`config.mk`:
```
export PLATFORM = sky130hd
export DESIGN_NAME = hazard_unit
export DESIGN_NICKNAME = d
export VERILOG_FILES = /design/src/rtl/hz_pkg.sv /design/src/rtl/hz_src_match.sv /design/src/rtl/hz_need.sv /design/src/rtl/hazard_unit.sv
export SDC_FILE = /design/constraint.sdc
export NUM_CORES = 1
export LEC_CHECK = 0
export ABC_AREA = 0
export BUFFER_PORTS_ARGS = -buffer_cell sky130_fd_sc_hd__buf_2
export CAP_MARGIN = 40
export CORE_AREA = 2 2 39 41
export CTS_CLUSTER_SIZE = 28
export DETAILED_ROUTE_END_ITERATION = 8
export DIE_AREA = 0 0 41 43
export GPL_TIMING_DRIVEN = 1
export RECOVER_POWER = 25
export REMOVE_ABC_BUFFERS = 1
export SLEW_MARGIN = 10
export SYNTH_ARGS = -nofsm -noshare
export SYNTH_HDL_FRONTEND = slang
export SYNTH_HIERARCHICAL = 1
export SYNTH_SLANG_ARGS = --single-unit
```
`constraint.sdc`:
```
create_clock -name clk -period 5.4 [get_ports clk]
set_input_delay 0.54 -clock clk [delete_from_list [all_inputs] [get_ports clk]]
set_output_delay 0.54 -clock clk [all_outputs]
set_load 0.01 [all_outputs]
```
`src/rtl/hz_pkg.sv`:
```
package hz_pkg;

    // width of the stall down-counter; longest stall is two cycles
    localparam int HZ_CW = 2;

    // stall lengths per hazard class
    localparam int HZ_LOAD_USE    = 1;
    localparam int HZ_BR_ALU_NEAR = 1;
    localparam int HZ_BR_LOAD_FAR = 1;
    localparam int HZ_BR_LOAD_NEAR = 2;

    typedef logic [HZ_CW-1:0] hz_cnt_t;

    typedef struct packed {
        hz_cnt_t left;
    } hz_state_t;

    typedef struct packed {
        logic pc_we;
        logic ifid_we;
        logic ctrl_zero;
        logic flush;
    } hz_ctl_t;

endpackage

```
`src/rtl/hz_src_match.sv`:
```
module hz_src_match #(
    parameter int AW   = 5,
    parameter int NSRC = 2
) (
    input  logic [NSRC*AW-1:0] srcs,
    input  logic [AW-1:0]      dst,
    input  logic               reg_write,
    output logic               hit
);
    logic [NSRC-1:0] per_src;
    logic            producer;

    // a producer must write a register other than register 0
    assign producer = reg_write && (dst != '0);

    for (genvar g = 0; g < NSRC; g++) begin : g_src
        assign per_src[g] = producer && (srcs[g*AW +: AW] == dst);
    end

    assign hit = |per_src;
endmodule

```
`src/rtl/hz_need.sv`:
```
module hz_need
    import hz_pkg::*;
(
    input  logic    id_branch,
    input  logic    ex_hit,
    input  logic    ex_load,
    input  logic    mem_hit,
    input  logic    mem_load,
    output hz_cnt_t need
);
    always_comb begin
        need = '0;
        if (ex_hit && ex_load) begin
            if (id_branch) begin
                need = hz_cnt_t'(HZ_BR_LOAD_NEAR);
            end else begin
                need = hz_cnt_t'(HZ_LOAD_USE);
            end
        end else if (id_branch && ex_hit) begin
            need = hz_cnt_t'(HZ_BR_ALU_NEAR);
        end else if (id_branch && mem_hit && mem_load) begin
            need = hz_cnt_t'(HZ_BR_LOAD_FAR);
        end
    end
endmodule

```
`src/rtl/hazard_unit.sv`:
```
module hazard_unit
    import hz_pkg::*;
#(
    parameter int AW = 5
) (
    input  logic          clk,
    input  logic          rst_n,
    input  logic [AW-1:0] id_rs,
    input  logic [AW-1:0] id_rt,
    input  logic          id_branch,
    input  logic          id_taken,
    input  logic [AW-1:0] ex_dst,
    input  logic          ex_mem_read,
    input  logic          ex_reg_write,
    input  logic [AW-1:0] mem_dst,
    input  logic          mem_mem_read,
    input  logic          mem_reg_write,
    output logic          pc_we,
    output logic          ifid_we,
    output logic          idex_ctrl_zero,
    output logic          ifid_flush
);
    localparam int NSRC = 2;

    logic [NSRC*AW-1:0] srcs;
    logic               ex_hit;
    logic               mem_hit;
    hz_cnt_t            need;
    hz_state_t          st_d, st_q;
    hz_ctl_t            ctl;

    assign srcs = {id_rt, id_rs};

    hz_src_match #(.AW(AW), .NSRC(NSRC)) u_ex_match (
        .srcs      (srcs),
        .dst       (ex_dst),
        .reg_write (ex_reg_write),
        .hit       (ex_hit)
    );

    hz_src_match #(.AW(AW), .NSRC(NSRC)) u_mem_match (
        .srcs      (srcs),
        .dst       (mem_dst),
        .reg_write (mem_reg_write),
        .hit       (mem_hit)
    );

    hz_need u_need (
        .id_branch (id_branch),
        .ex_hit    (ex_hit),
        .ex_load   (ex_mem_read),
        .mem_hit   (mem_hit),
        .mem_load  (mem_mem_read),
        .need      (need)
    );

    always_comb begin
        logic stall;
        st_d  = st_q;
        stall = 1'b0;
        if (st_q.left != '0) begin
            // stall window already running: count it out
            stall      = 1'b1;
            st_d.left  = st_q.left - hz_cnt_t'(1);
        end else if (need != '0) begin
            // first cycle of a new hazard: this cycle counts as one
            stall      = 1'b1;
            st_d.left  = need - hz_cnt_t'(1);
        end
        ctl.pc_we     = ~stall;
        ctl.ifid_we   = ~stall;
        ctl.ctrl_zero = stall;
        ctl.flush     = id_branch && id_taken && !stall;
    end

    always_ff @(posedge clk) begin
        if (!rst_n) begin
            st_q <= '0;
        end else begin
            st_q <= st_d;
        end
    end

    assign pc_we          = ctl.pc_we;
    assign ifid_we        = ctl.ifid_we;
    assign idex_ctrl_zero = ctl.ctrl_zero;
    assign ifid_flush     = ctl.flush;
endmodule

```
Yosys cells after proc, flatten, opt, wreduce, memory -nomap -nowiden

Index checks and enable logic that the tools add are counted.
W data, S select, Z words.

Flip-flop bits (word level): 2
Bits of input ports: 28
Logic and storage cells: 36

$add $sub $neg: 2
Eq/ne operators: 4
Muxes and demuxes: 8
Bitwise operators: 1
Reductions and logical operators: 20

Operators with widths:

| kind                  | count |
|---|---|
| $eq A5 B5 Y1          | 4 |
| $logic_and A1 B1 Y1   | 12 |
| $mux W2               | 5 |
| $reduce_bool A5 Y1    | 2 |
| $reduce_bool A2 Y1    | 3 |
| $reduce_or A2 Y1      | 2 |
| $sub A2 B1 Y2 const B | 2 |
| $mux W1               | 3 |
| $logic_not A1 Y1      | 1 |
| $not A1 Y1            | 1 |

Longest topological paths before layout

Gate-level depths: netlist (run 1).

Word-level depth: 14
Gate-level depth with buffers: 8
Mapped depth without buffers: 8

By module

The synthesis (run 1) kept the hierarchy.

By module, submodules not included:

| module       | times used | cells each | area each (sq um) | sequential area each (sq um) |
|---|---|---|---|---|
| hz_src_match | 2          | 17         | 125.1             | 0.0 |
| hazard_unit  | 1          | 12         | 121.4             | 40.0 |
| hz_need      | 1          | 5          | 32.5              | 0.0 |

Least setup slack after synthesis (run 1)

No wires, ideal clock.

Path type: input port to output port
Start point: in ex_dst[0]
End point: out ifid_flush
Arrival: 2,052 ps
Slack: 2,808 ps
Cell stages on the path: 7
Buffers on the path: 0
Path through: or4_1 -> o21ai_1 -> a21oi_1 -> nand3b_1 -> a31oi_1 -> nor4_4 -> and3_1

Word-level cells in the longest chain between the ends: 12

RTL lines:

| what                    | line               | text |
|---|---|---|
| start: declaration      | hazard_unit.sv:12  | `input logic [AW-1:0] ex_dst,` |
| $reduce_bool A5 Y1      | hz_src_match.sv:14 | `assign producer = reg_write && (dst != '0);` |
| $logic_and A1 B1 Y1     | hz_src_match.sv:14 |  |
| $logic_and A1 B1 Y1     | hz_src_match.sv:17 | `assign per_src[g] = producer && (srcs[g*AW +: AW] == dst);` |
| $reduce_or A2 Y1 (*)    | hz_src_match.sv:20 | `assign hit = \|per_src;` |
| net ex_hit              | hazard_unit.sv:26  | `logic ex_hit;` |
| $logic_and A1 B1 Y1     | hz_need.sv:19      | `end else if (id_branch && ex_hit) begin` |
| $mux W2                 | hz_need.sv:19      |  |
| $mux W2 (*)             | hz_need.sv:13      | `if (ex_hit && ex_load) begin` |
| net need[0]             | hazard_unit.sv:28  | `hz_cnt_t need;` |
| $reduce_bool A2 Y1 (*)  | hazard_unit.sv:65  | `end else if (need != '0) begin` |
| $mux W1 (*)             | hazard_unit.sv:65  |  |
| $mux W1 (*)             | hazard_unit.sv:61  | `if (st_q.left != '0) begin` |
| $logic_not A1 Y1 (*)    | hazard_unit.sv:73  | `ctl.flush = id_branch && id_taken && !stall;` |
| $logic_and A1 B1 Y1 (*) | hazard_unit.sv:73  |  |
| end: declaration        | hazard_unit.sv:21  | `output logic ifid_flush` |

The timed path passes the listed nets; every way through them passes the cells marked *.

Worst setup path after layout (run 1)

Same ends and word-level chain as after synthesis.

==> flow_summary.ini, run 1 <==
[critical_path]
worstSetupEndpointType = output port
worstPathRequired_ns = 4.86
arrival_ns = 2.40
startpoint = ex_dst[0]
r2r_start = st_q[1]$_SDFFE_PN0P_
slowest_stage = or4_1
cp_cell_sequence = buf_2, or4_1, o21ai_0, a21oi_1, nand3b_1, a31oi_1, nor4_4, and3_1, buf_2
cp_max_fo = 4
start_kind = primary input
crit_top_cell = buf_2
slowest_delay_ns = 0.52
worstSetupPathType = primary input to output port

[clock_network]
hold_buffers = 0
cts_buffers = 3
post_cts_buffers = 0
clkSinkCount = 2
ctsResizeCount = 0
insertion_delay_ns = 0.22
cts-htree-levels = 1
clk_pin_slew_ns = 0.03
clk_path_buf_depth = 2
cts_tree = done
cts-root-buf = clkbuf_4

[logic_synthesis]
synth-async-reset-ratio_pct = 0
synth_cell_types = 21
yosys.area.top_type = xor2_1
synth_common_cells = 12 x xor2_1, 8 x xnor2_1, 4 x nand3_1, 4 x nor3_1, 3 x a21oi_1
synth_top_cells_by_area = xor2_1 26%, xnor2_1 17%, dfxtp_1 9.9%
synthCells = 51
syn_area_per_cell_um2 = 7.92
synth_compound_area_share_pct = 12.1
ys_warn_count = 6
synth_top_family_by_area = XOR/XNOR gates
synthXorXnorAreaFrac_pct = 43.3
yosysMostFrequentCell = xor2_1
synth_mux_area_share_pct = 0
syn_area_um2 = 404
synth-adder-area-share_pct = 0
synthFlopType = dfxtp_1
synth-seq-cells = 2
synth_simple_gate_area_share_pct = 31.0
ys_seq_area_share_pct = 9.91
synth_edf_count = 0
synth_top_area_share_pct = 26.0

[pwr]
p_leak_nw = 0.280
power_density_nw_per_um2 = 141
power_uw = 83.7
ir_worst_vdd_v = 0.000139

[global_routing]
antenna_found_initial = 0
grt.total_usage_pct = 12.3
grt_remaining_overflow = 0
grt_max_degree = 5
grt_pass1_vias = 390
grt_pass1_wl_um = 1540

[drt]
drcViolationCount = 0
wire_per_inst_um = 9.61
first_pass_iters = 4
via_per_inst = 4.54
postRouteAntennaNets = 0
vias = 454
drt-initial-drc-count = 6
wirelength_um = 961

[floorplan]
fp.dieW_um = 41
chipHeight_um = 43
coreArea_um2 = 1380
ios = 32
dieArea_um2 = 1760
row_count = 14
start_util_pct = 29.2

[run]
drv_cap = 0

[timing]
rsz0062_at_grt = no
finalMaxSlewViolations = 0
finalSetupViolations = 0
min_period_ns = 2.94
hold_violations = 0
slew_headroom_pct = 72.0
post-route-period-util_pct = 54.5
hold_ws_ns = 0.531
skew_ns = 0.00163
max_freq_mhz = 340
finalSetupTns_ns = 0
worst_slew_pin_slew_ns = 0.418

[min_path]
min_path_type = flop to flop
min_from = st_q[0]$_SDFFE_PN0P_

[status]
status = completed

[cells_and_area]
syn2layout_area_growth_pct = 47.1
drive_above_1_share_pct = 42.9
num-nets-final = 114
largestRegisters = st_q (2)
largest_reg_flops = 2
antenna_cells = 0
regMostFlops = st_q

[place]
gp_congestion = 0.732
io_buffers = 31
[per-layer routing]
layer | track usage [%] | wire length (um)
met1 | 18.2 | 457
met2 | 16.9 | 446
met3 | 4.71 | 58
met4 | 2.00 | 0
met5 | 0 | 0
[cell families after synthesis]
family | after synthesis
AO/OA/AOI/OAI | 8
XOR/XNOR | 20
buffers and inverters | 3
flip-flops | 2
AND/OR/NAND/NOR | 18
[power breakdown]
group	internal, mW	switching [mW]
Sequential	0.0150	0.0000710
Clock	0.0245	0.00772
Combinational	0.0192	0.0173
[cells in the final DEF (no fill, tap or decap), drive strengths merged]
master,Yosys,routed
a31oi,1,1
nand2,1,1
or4,2,2
o211a,1,1
a21boi,1,1
clkbuf,0,3
xor2,12,12
buf,1,31
nor2b,1,1
inv,2,2
nor4,1,1
nand3b,1,1
nand2b,1,1
o21ai,2,2
nor3,4,4
dfxtp,2,2
nand4bb,1,1
nand3,4,4
xnor2,8,8
and3,2,2
a21oi,3,3
[worst max-delay path: cells and delay by family]
| family | cells | cell delay [ns] |
|---|---|---|
| AO/OA/AOI/OAI | 3 | 0.64 |
| AND/OR/NAND/NOR | 4 | 0.97 |
| buffers and inverters | 2 | 0.25 |
[stage by stage]
| stage | area (um2) | setup WS (ns) | util [%] | cells |
|---|---|---|---|---|
| finish | 594 | 2.46 | 42.9 | 100 |
| global route | 594 | 2.31 | 42.9 | 100 |
| CTS | 594 | 2.49 | 42.9 | 100 |
| detailed placement | 572 | 2.50 | 41.3 | 97 |
| global placement | 572 | 2.56 | 41.3 | 97 |
| floorplan | 397 | 2.74 | - | 50 |
[layout make-up]
class,count,area (um2)
Inverter,2,7.51
Multi-Input combinational cell,46,349
Sequential cell,2,40.0
Fill cell,149,790
Timing Repair Buffer,31,155
Tap cell,16,20.0
Clock buffer,3,22.5
[final timing paths]
| kind | end | slack [ns] | cells past startpoint |
|---|---|---|---|
| worst min-delay path | st_q[1]$_SDFFE_PN0P_ | 0.53 | 2 |
| worst max register to register | st_q[1]$_SDFFE_PN0P_ | 4.63 | 2 |
| worst max-delay path | ifid_flush | 2.46 | 9 |
| worst min register to register | st_q[1]$_SDFFE_PN0P_ | 0.53 | 2 |
Note: power is estimated with default switching activity, not from simulation.
==> inputs of run 2 (changes only) <==
--- a/config.mk
+++ b/config.mk
@@ -13,6 +13,7 @@
 export DETAILED_ROUTE_END_ITERATION = 8
 export DIE_AREA = 0 0 41 43
 export GPL_TIMING_DRIVEN = 1
+export PLACE_DENSITY = 0.67
 export RECOVER_POWER = 25
 export REMOVE_ABC_BUFFERS = 1
 export SLEW_MARGIN = 10
==> constraint.sdc (replaced) <==
create_clock -name clk -period 2.7 [get_ports clk]
set_input_delay 0.27 -clock clk [delete_from_list [all_inputs] [get_ports clk]]
set_output_delay 0.27 -clock clk [all_outputs]
set_load 0.01 [all_outputs]
==> run 2 against run 1 <==
Utilization is the same; power rose by 100%; clock skew grew 0.0013 ns; critical endpoint unchanged; sequential power rose by 100%; highest routed layer unchanged; largest cell class unchanged; clock power rose by 100%; largest power group unchanged.
==> flow_summary.ini, run 2 (same netlist as run 1, synthesis figures left out) <==
[pwr]
sw_frac_of_total_pct = 31.5
ir_worst_vdd_v = 0.000260
intPower_uw = 117
switchingPower_uw = 54.1
p_leak_nw = 0.280
power_frac_clock_pct = 38.4
power_frac_seq_pct = 17.5
power_density_nw_per_um2 = 288
power_uw = 171
pwr-share-comb_pct = 44.1

[drt]
drt-initial-drc-count = 14
wirelength_um = 1180
vias = 484
drcViolationCount = 0
via_per_inst = 4.84
first_pass_iters = 4
postRouteAntennaNets = 0
wire_per_inst_um = 11.8

[timing]
finalSetupTns_ns = 0
rsz0062_at_grt = no
finalSetupViolations = 0
setup_ws_ns = 0.237
hold_violations = 0
finalMaxSlewViolations = 0
slew_headroom_pct = 70.2
hold_ws_ns = 0.293
min_period_ns = 2.46
max_freq_mhz = 406
skew_ns = 0.00293
worst_slew_pin_slew_ns = 0.445
post-route-period-util_pct = 91.2

[clock_network]
cts-htree-levels = 1
ctsResizeCount = 0
insertion_delay_ns = 0.22
clk_path_buf_depth = 2
clkSinkCount = 2
post_cts_buffers = 0
clk_pin_slew_ns = 0.03
hold_buffers = 0
cts_tree = done
cts_buffers = 3
cts-root-buf = clkbuf_4

[global_routing]
grt.total_usage_pct = 15.0
antenna_found_initial = 0
grt_pass1_vias = 447
grt_remaining_overflow = 0
grt_pass1_wl_um = 1870
grt_max_degree = 5

[min_path]
min_path_type = primary input to flop

[floorplan]
start_util_pct = 29.2
chipHeight_um = 43
fp.dieW_um = 41
dieArea_um2 = 1760
coreArea_um2 = 1380
ios = 32
row_count = 14

[critical_path]
crit_top_cell = buf_2
arrival_ns = 2.19
cp_max_fo = 4
slowest_stage = or4_1
worstSetupPathType = primary input to output port
worstSetupEndpointType = output port
slowest_delay_ns = 0.52
critPathBufInv = 2
cp_cell_sequence = buf_2, or4_1, o21ai_0, a21oi_1, nand3b_1, a31oi_1, nor4_4, and3_1, buf_2
start_kind = primary input
worstPathRequired_ns = 2.43
cp_top_family = simple AND/OR/NAND/NOR gates

[cells_and_area]
final_common_cell = buf_2
regMostFlops = st_q
num-nets-final = 114
antenna_cells = 0
largest_reg_flops = 2
instances_no_fill = 100
syn2layout_area_growth_pct = 47.1
fin_area_um2 = 594
largestRegisters = st_q (2)
drive_above_1_share_pct = 42.9
fin_util_pct = 42.9
final_cell_mix = 31 x buf_2, 12 x xor2_1, 8 x xnor2_1

[place]
place_ws_ns = 0.280
dp_hpwl_um = 1050
post_dp_cell_area_um2 = 572
gp_congestion = 0.777
io_buffers = 31
dp_cells = 97

[status]
status = completed

[run]
drv_cap = 0
[run 2: cell counts in the layout (fill, tap and decap cells not counted)]
No cell type changed its count.
[run 2: metal layers]
layer | global-route usage (%) | part of all wire (%) | wire length [um] | up-vias
met4 | 2.00 | 0 | 0 | 0
met3 | 3.14 | 5.1 | 60 | 0
met2 | 25.9 | 54 | 644 | 18
li1 | - | - | - | 246
met5 | 0 | 0 | 0 | -
met1 | 18.5 | 40 | 478 | 220
[run 2: worst paths after layout]
path	startpoint	end	slack (ns)	depth (start not counted)
worst max-delay path	ex_dst[0]	ifid_flush	0.24	9
worst max register to register	st_q[1]$_SDFFE_PN0P_	st_q[1]$_SDFFE_PN0P_	1.87	2
worst min-delay path	rst_n	st_q[0]$_SDFFE_PN0P_	0.29	2
worst min register to register	st_q[0]$_SDFFE_PN0P_	st_q[1]$_SDFFE_PN0P_	0.56	2
[run 2: power groups by stage]
stage | sequential, mW | clock [mW] | combinational (mW)
2_1_floorplan | 0.0304 | 0 | 0.0360
3_3_place_gp | 0.0304 | 0 | 0.0736
3_5_place_dp | 0.0304 | 0 | 0.0754
4_1_cts | 0.0301 | 0.0689 | 0.0758
5_1_grt | 0.0301 | 0.0717 | 0.0822
6_report | 0.0301 | 0.0659 | 0.0755
[run 2: area by class of cell]
class                      instances  area (um2)
clock buffer                       3        22.5
fill                             152         790
inverter                           2        7.51
multi-input combinational         46         349
sequential                         2        40.0
tap                               16        20.0
timing repair buffer              31         155
